===== src/rtl/dsd_mon_pkg.sv =====
package dsd_mon_pkg;

  typedef struct packed {
    logic static_en;
    logic invalid_en;
    logic bypass;
    logic pm_en;
    logic pm_rate64;
  } mon_cfg_t;

  localparam mon_cfg_t CFG_DEFAULT = '{static_en: 1'b1, invalid_en: 1'b0,
                                       bypass: 1'b0, pm_en: 1'b0, pm_rate64: 1'b0};

  // One value takes more than lim of win positions.
  function automatic logic is_dominant(input int unsigned ones,
                                       input int unsigned win,
                                       input int unsigned lim);
    return (ones > lim) || (ones + lim < win);
  endfunction

  // Next run length: restart on change or first bit, saturate at cap.
  function automatic int unsigned next_run(input int unsigned run,
                                           input logic same,
                                           input int unsigned cap);
    if (!same) return 1;
    if (run < cap) return run + 1;
    return cap;
  endfunction

endpackage


===== src/rtl/dsd_run_detector.sv =====
module dsd_run_detector #(
  parameter int unsigned RUN_LEN = 28,
  localparam int unsigned CW = $clog2(RUN_LEN + 1)
) (
  input  logic clk,
  input  logic rst,
  input  logic bit_in,
  input  logic bit_valid,
  input  logic enable,
  output logic mute_req,
  output logic prev_bit,
  output logic have_prev
);
  import dsd_mon_pkg::*;

  logic [CW-1:0] run_q, run_nxt;
  logic          same_bit;

  assign same_bit = have_prev && (bit_in == prev_bit);

  always_comb begin
    run_nxt = run_q;
    if (bit_valid)
      run_nxt = CW'(next_run(32'(run_q), same_bit, RUN_LEN));
  end

  always_ff @(posedge clk) begin
    if (rst) begin
      run_q     <= '0;
      prev_bit  <= 1'b0;
      have_prev <= 1'b0;
      mute_req  <= 1'b0;
    end else begin
      run_q    <= run_nxt;
      mute_req <= enable && (32'(run_nxt) >= RUN_LEN);
      if (bit_valid) begin
        prev_bit  <= bit_in;
        have_prev <= 1'b1;
      end
    end
  end

endmodule


===== src/rtl/dsd_window_detector.sv =====
module dsd_window_detector #(
  parameter int unsigned WIN_LEN   = 28,
  parameter int unsigned DOM_LIMIT = 24,
  localparam int unsigned CW = $clog2(WIN_LEN + 1)
) (
  input  logic clk,
  input  logic rst,
  input  logic bit_in,
  input  logic bit_valid,
  input  logic enable,
  output logic atten_nxt,
  output logic atten_req,
  output logic window_full
);
  import dsd_mon_pkg::*;

  logic [WIN_LEN-1:0] hist_q;
  logic [CW-1:0]      ones_q, ones_nxt;
  logic [CW-1:0]      fill_q, fill_nxt;
  logic               leaving;

  assign window_full = (32'(fill_q) == WIN_LEN);
  assign leaving     = window_full && hist_q[WIN_LEN-1];

  always_comb begin
    ones_nxt = ones_q;
    fill_nxt = fill_q;
    if (bit_valid) begin
      ones_nxt = ones_q + CW'(bit_in) - CW'(leaving);
      if (!window_full) fill_nxt = fill_q + CW'(1);
    end
  end

  assign atten_nxt = enable && (32'(fill_nxt) == WIN_LEN) &&
                     is_dominant(32'(ones_nxt), WIN_LEN, DOM_LIMIT);

  always_ff @(posedge clk) begin
    if (rst) begin
      hist_q    <= '0;
      ones_q    <= '0;
      fill_q    <= '0;
      atten_req <= 1'b0;
    end else begin
      if (bit_valid) hist_q <= {hist_q[WIN_LEN-2:0], bit_in};
      ones_q    <= ones_nxt;
      fill_q    <= fill_nxt;
      atten_req <= atten_nxt;
    end
  end

endmodule


===== src/rtl/dsd_output_gate.sv =====
module dsd_output_gate (
  input  logic clk,
  input  logic rst,
  input  logic bit_in,
  input  logic bit_valid,
  input  logic gate_en,
  output logic dout,
  output logic dout_valid
);
  logic idle_phase;

  always_ff @(posedge clk) begin
    if (rst) begin
      dout       <= 1'b0;
      dout_valid <= 1'b0;
      idle_phase <= 1'b0;
    end else begin
      dout_valid <= bit_valid;
      if (bit_valid) begin
        dout       <= gate_en ? idle_phase : bit_in;
        idle_phase <= ~idle_phase;
      end
    end
  end

endmodule


===== src/rtl/dsd_stream_monitor.sv =====
module dsd_stream_monitor #(
  parameter int unsigned RUN_LEN   = 28,
  parameter int unsigned WIN_LEN   = 28,
  parameter int unsigned DOM_LIMIT = 24
) (
  input  logic clk,
  input  logic rst,
  input  logic bit_in,
  input  logic bit_valid,
  input  logic cfg_load,
  input  logic cfg_static_en,
  input  logic cfg_invalid_en,
  input  logic cfg_bypass,
  input  logic cfg_pm_en,
  input  logic cfg_pm_rate64,
  output logic mute_req,
  output logic atten_req,
  output logic dout,
  output logic dout_valid,
  output logic pm_sclk_64x
);
  import dsd_mon_pkg::*;

  mon_cfg_t cfg_q;
  logic     prev_bit, have_prev;
  logic     atten_nxt, window_full;
  logic     gate_now;

  always_ff @(posedge clk) begin
    if (rst) cfg_q <= CFG_DEFAULT;
    else if (cfg_load)
      cfg_q <= '{static_en: cfg_static_en, invalid_en: cfg_invalid_en,
                 bypass: cfg_bypass, pm_en: cfg_pm_en, pm_rate64: cfg_pm_rate64};
  end

  dsd_run_detector #(.RUN_LEN(RUN_LEN)) u_run (
    .clk(clk), .rst(rst), .bit_in(bit_in), .bit_valid(bit_valid),
    .enable(cfg_q.static_en), .mute_req(mute_req),
    .prev_bit(prev_bit), .have_prev(have_prev)
  );

  dsd_window_detector #(.WIN_LEN(WIN_LEN), .DOM_LIMIT(DOM_LIMIT)) u_win (
    .clk(clk), .rst(rst), .bit_in(bit_in), .bit_valid(bit_valid),
    .enable(cfg_q.invalid_en), .atten_nxt(atten_nxt),
    .atten_req(atten_req), .window_full(window_full)
  );

  assign gate_now = atten_nxt && !cfg_q.bypass;

  dsd_output_gate u_gate (
    .clk(clk), .rst(rst), .bit_in(bit_in), .bit_valid(bit_valid),
    .gate_en(gate_now), .dout(dout), .dout_valid(dout_valid)
  );

  assign pm_sclk_64x = cfg_q.pm_en && cfg_q.pm_rate64;

endmodule


===== config.mk =====
export PLATFORM = sky130hd
export DESIGN_NAME = dsd_stream_monitor
export DESIGN_NICKNAME = d
export VERILOG_FILES = /design/src/rtl/dsd_mon_pkg.sv /design/src/rtl/dsd_run_detector.sv /design/src/rtl/dsd_window_detector.sv /design/src/rtl/dsd_output_gate.sv /design/src/rtl/dsd_stream_monitor.sv
export SDC_FILE = /design/constraint.sdc
export NUM_CORES = 1
export LEC_CHECK = 0
export ABC_AREA = 0
export BUFFER_PORTS_ARGS = -buffer_cell sky130_fd_sc_hd__buf_2
export CAP_MARGIN = 40
export CORE_UTILIZATION = 25
export DETAILED_ROUTE_END_ITERATION = 12
export PLACE_DENSITY = 0.38
export REMOVE_ABC_BUFFERS = 1
export SLEW_MARGIN = 20
export SYNTH_ARGS = -nofsm -noshare
export SYNTH_HDL_FRONTEND = slang
export SYNTH_HIERARCHICAL = 1
export SYNTH_SLANG_ARGS = --single-unit

===== constraint.sdc =====
create_clock -name clk -period 3.45 [get_ports clk]
set_clock_uncertainty 0.05 [all_clocks]
set_input_delay 0.345 -clock clk [delete_from_list [all_inputs] [get_ports clk]]
set_output_delay 0.345 -clock clk [all_outputs]
set_load 0.02 [all_outputs]

==> out/results.ini <==
[critical_path]
rrSetupSlack_ns = 0.28
crit_path_cell_trace = inv_2, ha_2, and4_4, and2_4, ha_4, inv_1, ha_2, inv_2, fa_2, buf_6, nor2b_4, o22ai_2, xnor2_1, mux2i_1, nor3_1, nor2b_2, mux2i_1, a211oi_2
start_kind = flop
worstSetupEndpointType = flop
slowest_stage = fa_2
r2r_start = u_win/fill_q[0]$_SDFF_PP0_
cp_top_family = adder cells
cp-endpoint = u_gate/dout$_SDFFE_PP0P_
r2r-end = u_gate/dout$_SDFFE_PP0P_
worst-path-buf-inv = 4
critPathMaxFanout = 3
crit_arrival_ns = 3.30
crit_cells = 18
crit_type = reg -> reg
slowest_delay_ns = 0.40
cp-startpoint = u_win/fill_q[0]$_SDFF_PP0_
reg2reg_depth = 18
cp.required_ns = 3.57

[grt]
first_global_vias = 1608
grt_pass1_wl_um = 7838
antenna_found_initial = 0
overflow = 0
grt_max_degree = 49
track_usage_pct = 9.629

[synth]
ys_seq_area_share_pct = 43.63
yosys_warnings = 6
syn_inst = 254
synth_cell_types = 56
synth_ff_type = dfxtp_1
synthArstFlopShare_pct = 0
syn_area_um2 = 2524
syn_area_per_cell_um2 = 9.936
synth_seq_cells = 55
synth_edf_count = 0

[final_layout]
antennaDiodeCount = 0
fillCellCount = 1065
multi_input_area_um2 = 1334
syn_to_final_growth_pct = 15.77
fin_nets = 296
fin_util_pct = 29.89
register_area_um2 = 1104
drive_gt1_share_pct = 20.86

[drt]
routedWlPerCell_um = 11.46
vias = 1738
routed_wl_um = 4709
vias_per_cell = 4.229
ant_nets = 0
dr.pass1.iters = 4
dr.first_iter.drc_count = 60
drc = 0

[placed_design]
place_hpwl_um = 3137
place.port_buffers = 14
finalWeightedCongestion = 0.6786

[min_path]
whs_path_depth = 2
hold_class = in -> reg

[power]
switching_share_pct = 27.62
seqPwrFrac_pct = 53.2
pwr-share-clk_pct = 28.5
power_uw = 1272
power_frac_comb_pct = 18.2
power.internal_uw = 920.3
p_sw_uw = 351.3
power_density_nw_per_um2 = 435.2
p_leak_uw = 0.001228
irDropWorstVdd_mv = 0.1400

[flow_run]
cap_viol_max_count = 0

[timing]
worst_pin_slew_ns = 0.6674
finalCritPeriodShare_pct = 91.98
slew-limit-headroom_pct = 55.51
tns_ns = 0
fin_crit_ns = 3.173
rsz0062_at_grt = false
hold_slack_ns = 0.1865
drv_slew = 0
finalHoldViolations = 0
clock.fmax_ghz = 0.3151
setup_violations = 0

[clock_network]
cts_max_level = 2
clock_path_buffers = 2
tritoncts = yes
clock-sinks = 55
clkTransAtPathRegs_ns = 0.10
postCtsSetupBuffers = 0
cts-hold-fix-buffers = 0
cts_root_buf = clkbuf_8
tritoncts.num_buffers = 5
clk_latency_ns = 0.30

[floorplanning]
num_rows = 36
dieHeight_um = 102.5
pin_count = 15
core-area_um2 = 9774
start_util_pct = 25.82
die_x_um = 102.5
die_area_um2 = 10500

[run_status]
status = complete, no violations

## synthesized netlist by cell type, types with 2 or more instances
master | instances | area (um2)
nor4_2 | 2 | 25.02
a21o_1 | 2 | 15.01
a21oi_1 | 6 | 30.03
mux2i_1 | 39 | 390.4
nor3b_1 | 2 | 15.01
ha_1 | 8 | 100.1
and2_1 | 3 | 18.77
nor3_1 | 4 | 20.02
nor2b_1 | 4 | 25.02
a211oi_2 | 2 | 25.02
buf_2 | 3 | 15.01
nor2_1 | 47 | 176.4
a211oi_1 | 6 | 45.04
dfxtp_1 | 55 | 1101
o21ai_0 | 3 | 15.01
nand3_1 | 2 | 10.01
and3_1 | 2 | 12.51
inv_1 | 15 | 56.30
clkbuf_1 | 4 | 15.01
nand4_1 | 3 | 18.77
buf_6 | 2 | 22.52
xnor2_1 | 6 | 52.55
## worst min path at each step
stage,slack [ns],from,endpoint
6_report,0.19,cfg_static_en,cfg_q[4]$_SDFFE_PP1P_
4_1_cts,0.17,cfg_static_en,cfg_q[4]$_SDFFE_PP1P_
5_1_grt,0.17,cfg_static_en,cfg_q[4]$_SDFFE_PP1P_
2_1_floorplan,0.36,rst,u_gate/dout$_SDFFE_PP0P_
3_3_place_gp,0.42,cfg_q[0]$_SDFFE_PP0P_,cfg_q[0]$_SDFFE_PP0P_
3_5_place_dp,0.42,cfg_q[0]$_SDFFE_PP0P_,cfg_q[0]$_SDFFE_PP0P_
## layer usage
layer,GRT usage (%),part of all wire [%]
met4,3.626,0.76
met1,13.48,54
met5,0,0
met3,2.052,1.7
met2,14.41,44
## registers in the layout, indices dropped and copies added, names as in the netlist, 5 cells and up
name and flops:
u_win/hist_q 28, cfg_q 5, u_win/fill_q 5, u_win/ones_q 5, u_run/run_q 5
## cells in the final DEF (no fill, tap or decap), types with 4 or more instances in the layout
cell type,netlist,routed
buf_2,3,14
clkbuf_8,0,5
buf_4,1,12
ha_1,8,5
a21oi_1,6,6
dfxtp_1,55,53
inv_1,15,13
nor3_1,4,4
a211oi_1,6,6
mux2i_1,39,39
nor2_1,47,47
xnor2_1,6,5
## area by class of cell
cell class | count | area share [%]
multi-input combinational | 173 | 45.65
clock buffer | 6 | 2.484
sequential | 55 | 37.77
tap | 133 | 5.696
inverter | 15 | 1.927
clock inverter | 2 | 0.5996
timing repair buffer | 27 | 5.867
## power groups by stage
stage	clock [uW]	sequential, uW	combinational (uW)
floorplan	0	687	144
global placement	0	691	229
detailed placement	0	691	227
CTS	396	677	229
global route	411	681	258
finish	363	677	232
## per-stage QoR
stage	setup slack [ns]	area, um2	cells
2_1_floorplan	0.001818	2459	243
5_1_grt	0.01317	2922	411
3_5_place_dp	-0.01684	2793	403
4_1_cts	0.05562	2888	411
6_report	0.2766	2922	411
3_3_place_gp	0.02275	2793	403
## kinds of logic (layout without fill, tap and decap cells)
family / Yosys count / count (layout) / synth area share (%)
adder cells (fa/ha/maj): 9 / 9 / 4.760
buffers and inverters: 26 / 50 / 4.808
AND/OR/NAND/NOR: 82 / 82 / 17.30
multiplexers: 39 / 39 / 15.47
AO/OA/AOI/OAI: 36 / 36 / 11.30
flip-flops: 55 / 55 / 43.63
XOR/XNOR: 7 / 7 / 2.727
## worst reg2reg max path, delay by kind of cell, from the launching register on
kind,cells,cell delay (ns)
simple gates,5,0.80
fa+ha+maj,4,0.92
flops,1,0.34
mux,2,0.33
xor+xnor,1,0.17
buf+inv,4,0.28
compound gates,2,0.16
## timing repair
action	4_1_cts	5_1_grt
resized for setup	2	11
pin swaps	0	8
endpoints found under the setup margin	1	1
(Power assumes the default switching activity.)
